## src/rtl/gpio_port_pkg.sv

```systemverilog
package gpio_port_pkg;
  localparam int unsigned NREG      = 6;
  localparam int unsigned IDX_FUNC  = 0;
  localparam int unsigned IDX_DATA  = 1;
  localparam int unsigned IDX_CTL   = 2;
  localparam int unsigned IDX_PU    = 3;
  localparam int unsigned IDX_PD    = 4;
  localparam int unsigned IDX_IE    = 5;
  localparam logic [3:0]  CODE_IN   = 4'b0000;
  localparam logic [3:0]  CODE_OUT  = 4'b0001;
endpackage

```

## src/rtl/gpio_apb_decode.sv

```systemverilog
module gpio_apb_decode
  import gpio_port_pkg::*;
#(
  parameter int unsigned ADDR_W = 8
) (
  input  logic              psel,
  input  logic              penable,
  input  logic              pwrite,
  input  logic [ADDR_W-1:0] paddr,
  output logic [NREG-1:0]   hit,
  output logic [NREG-1:0]   wr
);
  localparam int unsigned WIDX_W = ADDR_W - 2;

  logic [WIDX_W-1:0] widx;
  logic              wr_phase;

  assign widx     = paddr[ADDR_W-1:2];
  assign wr_phase = psel & penable & pwrite;

  for (genvar r = 0; r < NREG; r++) begin : g_hit
    assign hit[r] = (widx == WIDX_W'(r));
    assign wr[r]  = hit[r] & wr_phase;
  end
endmodule

```

## src/rtl/gpio_out_ctl.sv

```systemverilog
module gpio_out_ctl #(
  parameter int unsigned PINS = 8
) (
  input  logic            clk,
  input  logic            rst_n,
  input  logic            wr_data,
  input  logic            wr_ctl,
  input  logic [PINS-1:0] wdata_lo,
  input  logic [PINS-1:0] set_bits,
  input  logic [PINS-1:0] clr_bits,
  input  logic [PINS-1:0] is_out,
  output logic [PINS-1:0] out_val
);
  logic [PINS-1:0] ctl_next;

  for (genvar i = 0; i < PINS; i++) begin : g_pin
    always_comb begin
      ctl_next[i] = out_val[i];
      if (is_out[i]) begin
        case ({set_bits[i], clr_bits[i]})
          2'b10:   ctl_next[i] = 1'b1;
          2'b01:   ctl_next[i] = 1'b0;
          2'b11:   ctl_next[i] = ~out_val[i];
          default: ctl_next[i] = out_val[i];
        endcase
      end
    end

    p_set_r6: assert property (@(posedge clk) disable iff (!rst_n)
      (wr_ctl && is_out[i] && set_bits[i] && !clr_bits[i]) |=> out_val[i]);
    p_toggle_r7: assert property (@(posedge clk) disable iff (!rst_n)
      (wr_ctl && is_out[i] && set_bits[i] && clr_bits[i]) |=> (out_val[i] != $past(out_val[i])));
    p_hold_r8: assert property (@(posedge clk) disable iff (!rst_n)
      (wr_ctl && !is_out[i]) |=> $stable(out_val[i]));
  end

  always_ff @(posedge clk or negedge rst_n) begin
    if (!rst_n)       out_val <= '0;
    else if (wr_data) out_val <= wdata_lo;
    else if (wr_ctl)  out_val <= ctl_next;
  end
endmodule

```

## src/rtl/gpio_pad_ctl.sv

```systemverilog
module gpio_pad_ctl #(
  parameter int unsigned PINS = 8
) (
  input  logic            clk,
  input  logic            rst_n,
  input  logic            wr_pu,
  input  logic            wr_pd,
  input  logic            wr_ie,
  input  logic [PINS-1:0] wdata_lo,
  output logic [PINS-1:0] pu_en,
  output logic [PINS-1:0] pd_en,
  output logic [PINS-1:0] in_en
);
  always_ff @(posedge clk or negedge rst_n) begin
    if (!rst_n) begin
      pu_en <= '0;
      pd_en <= '0;
    end else if (wr_pu) begin
      pu_en <= wdata_lo;
      pd_en <= pd_en & ~wdata_lo;
    end else if (wr_pd) begin
      pd_en <= wdata_lo;
      pu_en <= pu_en & ~wdata_lo;
    end
  end

  always_ff @(posedge clk or negedge rst_n) begin
    if (!rst_n)     in_en <= '0;
    else if (wr_ie) in_en <= wdata_lo;
  end

  p_pull_excl_r9: assert property (@(posedge clk) disable iff (!rst_n)
    (pu_en & pd_en) == '0);
  p_pu_wins_r9: assert property (@(posedge clk) disable iff (!rst_n)
    wr_pu |=> (pu_en == $past(wdata_lo)));
endmodule

```

## src/rtl/gpio_port_regs.sv

```systemverilog
module gpio_port_regs
  import gpio_port_pkg::*;
#(
  parameter int unsigned PINS   = 8,
  parameter int unsigned FUNC_W = 4,
  parameter int unsigned ADDR_W = 8,
  parameter int unsigned DATA_W = 32
) (
  input  logic                   pclk,
  input  logic                   presetn,
  input  logic                   psel,
  input  logic                   penable,
  input  logic                   pwrite,
  input  logic [ADDR_W-1:0]      paddr,
  input  logic [DATA_W-1:0]      pwdata,
  output logic [DATA_W-1:0]      prdata,
  output logic                   pready,
  input  logic [PINS-1:0]        pin_in,
  output logic [PINS*FUNC_W-1:0] pin_func,
  output logic [PINS-1:0]        pin_out,
  output logic [PINS-1:0]        pin_oe,
  output logic [PINS-1:0]        pin_pu,
  output logic [PINS-1:0]        pin_pd,
  output logic [PINS-1:0]        pin_ie
);
  localparam int unsigned CFG_W = PINS * FUNC_W;

  logic [NREG-1:0]  hit, wr;
  logic [CFG_W-1:0] func_cfg;
  logic [PINS-1:0]  data_rd;

  assign pready = 1'b1;

  gpio_apb_decode #(.ADDR_W(ADDR_W)) i_decode (
    .psel(psel), .penable(penable), .pwrite(pwrite), .paddr(paddr),
    .hit(hit), .wr(wr)
  );

  always_ff @(posedge pclk or negedge presetn) begin
    if (!presetn)          func_cfg <= '0;
    else if (wr[IDX_FUNC]) func_cfg <= pwdata[CFG_W-1:0];
  end

  for (genvar i = 0; i < PINS; i++) begin : g_oe
    assign pin_oe[i]  = (func_cfg[i*FUNC_W +: FUNC_W] == FUNC_W'(CODE_OUT));
    assign data_rd[i] = pin_oe[i] ? pin_out[i] : (pin_in[i] & pin_ie[i]);
  end

  gpio_out_ctl #(.PINS(PINS)) i_out_ctl (
    .clk(pclk), .rst_n(presetn),
    .wr_data(wr[IDX_DATA]), .wr_ctl(wr[IDX_CTL]),
    .wdata_lo(pwdata[PINS-1:0]),
    .set_bits(pwdata[PINS-1:0]), .clr_bits(pwdata[2*PINS-1:PINS]),
    .is_out(pin_oe), .out_val(pin_out)
  );

  gpio_pad_ctl #(.PINS(PINS)) i_pad_ctl (
    .clk(pclk), .rst_n(presetn),
    .wr_pu(wr[IDX_PU]), .wr_pd(wr[IDX_PD]), .wr_ie(wr[IDX_IE]),
    .wdata_lo(pwdata[PINS-1:0]),
    .pu_en(pin_pu), .pd_en(pin_pd), .in_en(pin_ie)
  );

  assign pin_func = func_cfg;

  always_comb begin
    prdata = '0;
    if (hit[IDX_FUNC])      prdata[CFG_W-1:0] = func_cfg;
    else if (hit[IDX_DATA]) prdata[PINS-1:0]  = data_rd;
    else if (hit[IDX_PU])   prdata[PINS-1:0]  = pin_pu;
    else if (hit[IDX_PD])   prdata[PINS-1:0]  = pin_pd;
    else if (hit[IDX_IE])   prdata[PINS-1:0]  = pin_ie;
  end

  p_oe_code_r3: assert property (@(posedge pclk) disable iff (!presetn)
    wr[IDX_FUNC] |=> (pin_oe[0] == ($past(pwdata[FUNC_W-1:0]) == FUNC_W'(CODE_OUT))));
  p_func_load_r2: assert property (@(posedge pclk) disable iff (!presetn)
    wr[IDX_FUNC] |=> (pin_func == $past(pwdata[CFG_W-1:0])));
  p_data_load_r4: assert property (@(posedge pclk) disable iff (!presetn)
    wr[IDX_DATA] |=> (pin_out == $past(pwdata[PINS-1:0])));
endmodule

```

## config.mk

```make
export PLATFORM = sky130hd
export DESIGN_NAME = gpio_port_regs
export DESIGN_NICKNAME = d
export VERILOG_FILES = /design/src/rtl/gpio_port_pkg.sv /design/src/rtl/gpio_apb_decode.sv /design/src/rtl/gpio_out_ctl.sv /design/src/rtl/gpio_pad_ctl.sv /design/src/rtl/gpio_port_regs.sv
export SDC_FILE = /design/constraint.sdc
export NUM_CORES = 1
export LEC_CHECK = 0
export BUFFER_PORTS_ARGS = -buffer_cell sky130_fd_sc_hd__buf_2
export CORE_MARGIN = 2
export CORE_UTILIZATION = 48
export CTS_CLUSTER_SIZE = 12
export DETAILED_ROUTE_END_ITERATION = 10
export PLACE_DENSITY_LB_ADDON = 0.3
export SYNTH_ARGS = -nofsm -noshare
export SYNTH_HDL_FRONTEND = slang
export SYNTH_SLANG_ARGS = --single-unit
```

## constraint.sdc

```tcl
create_clock -name pclk -period 1.7 [get_ports pclk]
set_input_delay 0.17 -clock pclk [delete_from_list [all_inputs] [get_ports pclk]]
set_output_delay 0.17 -clock pclk [all_outputs]
set_load 0.02 [all_outputs]
```

==> impl_metrics.py <==
metrics = {
    "synthesis": {
        "ys_top_cells_by_area": "dfrtp_1 44%, mux2_1 8.7%, and3_1 4.6%",
        "yosysTopAreaCell": "dfrtp_1",
        "ys.flop_type": "dfrtp_1",
        "syn-num-nets": 387,
        "synth-edff-count": 0,
        "syn_inst": 326,
        "synth_top_area_share_pct": 44.1,
        "synth-async-reset-ratio_pct": 100,
        "ys_seq_area_share_pct": 44.1,
        "ys_seq_elements": 64,
        "avgSynthCellArea_um2": 11.1,
        "synth_warnings": 0,
        "yosysUniqueCellTypes": 45,
        "synth_area_mm2": 0.00363,
    },
    "placed_design": {
        "place_area_mm2": 0.00486,
        "dp_hpwl_um": 8200,
        "portBuffers": 154,
        "preCtsSetupSlack_ns": -0.0334,
        "place_congestion": 0.852,
    },
    "worst_setup_path": {
        "startpoint_type": "flip-flop",
        "setup.worst_path.end_class": "output pin",
        "worstPathCellList": "nor4b_4 -> nand2_1 -> a311oi_2 -> a221o_1 -> buf_6",
        "slowest_stage": "dfrtp_2",
        "critPathKind": "reg -> out",
        "crit_fanout": 4,
        "cp.required_ns": 1.53,
        "cp_data_arrival_time_ns": 1.87,
        "critPathMaxStageDelay_ns": 0.44,
    },
    "final_layout": {
        "seq_area_mm2": 0.00162,
        "area_delta_synth_final_pct": 45.8,
        "stdcell_area_mm2": 0.00530,
        "drive_above_1_share_pct": 52.8,
        "fill_cells": 581,
        "multi_input_area_mm2": 0.00202,
        "final_net_count": 586,
        "antenna_cells": 0,
    },
    "pwr": {
        "leakagePower_nw": 2.94,
        "power.share.clock_pct": 36.9,
        "power_density_mw_per_mm2": 693,
        "seqPwrFrac_pct": 45.6,
        "fin_total_pwr_mw": 3.67,
        "ir_worst_vdd_mv": 0.566,
        "swShare_pct": 28.4,
        "p_int_mw": 2.63,
        "p_sw_mw": 1.04,
        "combPwrFrac_pct": 17.5,
    },
    "sta": {
        "setup_slack_ns": -0.341,
        "timing.hold.ws_ns": 0.0339,
        "setup_viol": 8,
        "rsz0062_at_grt": "yes",
        "finalClockSkew_ns": 0.00493,
        "period_share_pct": 120,
        "max_freq_mhz": 490,
        "fin_crit_ns": 2.04,
        "drv_slew": 0,
        "finalHoldViolations": 0,
    },
    "global_route": {
        "grt_max_degree": 65,
        "gr-total-overflow": 0,
        "grt_pass1_vias": 3626,
        "grt_pass1_wl_um": 18500,
        "antenna_found_initial": 0,
        "grt_usage_pct": 28.5,
    },
    "detailed_routing": {
        "m1WireLength_um": 4740,
        "num_vias": 3549,
        "first_pass_iters": 5,
        "drc": 0,
        "drtIter0Drc": 188,
        "viasPerCell": 5.64,
        "met3_length_um": 939,
        "maxUsedRoutingLayer": "met4",
        "ant_nets": 0,
        "wl_per_cell_um": 18.4,
        "routed_wl_um": 11500,
        "wl_met2_um": 5600,
    },
    "clock_network": {
        "cts.reportedPaths.clkPinSlew_ns": 0.07,
        "clk_path_buf_depth": 2,
        "h-tree-depth": 3,
        "insertion_delay_ns": 0.35,
        "clkSinkCount": 64,
        "numCtsBuffers": 9,
        "cts_root_buf": "clkbuf_8",
        "cts_tree": "done",
    },
    "die": {
        "fp.dieW_um": 91.0,
        "core_area_mm2": 0.00729,
        "initial_core_util_pct": 49.8,
        "chipHeight_um": 91.0,
        "ioPinCount": 158,
        "placementRows": 31,
        "die_area_mm2": 0.00828,
    },
    "status": {
        "violations": "negative setup slack",
        "status": "finished with violations",
    },
    "run": {
        "cap_viol_max_count": 0,
    },
    "hold_path": {
        "hold_path_class": "in -> reg",
    },
}
worst max-delay path: cells and delay by family, from the launching register on:
kind,cells,cell delay (ns)
AOI/OAI and AO/OA,2,0.50
DFF,1,0.44
and+or+nand+nor,2,0.44
buffers and inverters,1,0.13
path summary, 6_finish.rpt:
path	startpoint	endpoint	slack (ns)	depth (start not counted)
setup / recovery	pin_func[17]	prdata[4]	-0.34	5
hold / removal	pwdata[20]	pin_func[20]	0.03	2
setup reg to reg	pin_func[31]	i_out_ctl.out_val[7]	0.02	5
hold reg to reg	i_pad_ctl.pd_en[5]	i_pad_ctl.pd_en[5]	0.54	2
max in group asynchronous	presetn	pin_func[31]	1.01	3
min in group asynchronous	presetn	i_pad_ctl.in_en[5]	0.33	3
per-layer routing:
layer / vias up / global-route usage, %
met5: - / 0
met4: 0 / 10.5
met3: 23 / 7.05
met2: 177 / 46.4
met1: 1729 / 36.9
li1: 1620 / -
state kept, by name (all words and copies together) (netlist names):
name	flops
i_out_ctl.out_val	8
i_pad_ctl.in_en	8
i_pad_ctl.pd_en	8
i_pad_ctl.pu_en	8
pin_func	32
Yosys cell counts (6+ instances only):
cell type  instances
mux2i_1           11
nand3_1            6
mux2_4             8
buf_2              7
a311oi_1           7
inv_1              8
ha_1               8
nand2_1           24
nand3b_1           8
nor2_1            11
a21oi_1           18
a221o_1            7
mux2_1            28
mux2_2            14
o21ai_1            7
and3_1            27
nor4b_2            7
dfrtp_1           64
clkbuf_1           7
placed cells by master, fill, tap and decap left out, types with 2 or more instances in the layout:
cell	instances
a31o_1	4
nand3_1	5
o21ai_1	7
ha_1	8
nand3b_1	8
o31ai_1	2
buf_2	143
a221o_1	7
a31oi_1	2
mux2_1	28
a311oi_2	2
mux2i_1	10
a311oi_1	5
nor4b_4	8
nand2b_1	3
and3_1	27
buf_6	11
a21oi_1	17
clkbuf_8	11
nand2_1	24
and2_1	5
nand4_1	5
dfrtp_2	14
nor2_1	11
mux2_2	13
nor3_4	2
inv_1	8
buf_4	49
buf_12	4
dfrtp_1	50
clkinv_2	2
o21ai_0	5
clkinvlp_4	2
mux2_4	9
logic make-up after synthesis:
kind of cell    synth area share (%)
simple gates                    19.2
flops                           44.1
mux                             19.3
compound gates                  10.8
buf+inv                         3.75
fa+ha+maj                       2.75
other cells                    0.103
through the flow:
step,utilization [%],setup TNS [ns],std cells
CTS,72.0,-2.24,627
finish,72.7,-2.27,629
floorplan,-,-0.0822,326
global placement,66.7,0,595
detailed placement,66.7,-0.0334,595
global route,72.7,-2.92,629
layout make-up:
type / instances / share of cell area (%)
Clock buffer: 11 / 2.86
Clock inverter: 5 / 1.04
Inverter: 8 / 0.567
Multi-Input combinational cell: 234 / 38.2
Sequential cell: 64 / 30.5
Tap cell: 99 / 2.34
Timing Repair Buffer: 208 / 24.5
power groups by stage:
stage          logic, mW  clock network, mW  registers [mW]
3_5_place_dp       0.589                  0            1.71
2_1_floorplan      0.205                  0            1.78
5_1_grt            0.689               1.45            1.68
6_report           0.641               1.36            1.67
3_3_place_gp       0.575                  0            1.70
4_1_cts            0.631               1.37            1.67
timing repair:
item                                    in CTS  in global routing
hold buffers                                 1                  0
buffers inserted                            15                  3
resized for setup                           19                  9
gates cloned                                 0                  0
pin swaps                                   14                  6
endpoints found under the setup margin       8                 12
endpoints found under the hold margin       64                  0
No activity file was read; power rests on OpenSTA's default activity.
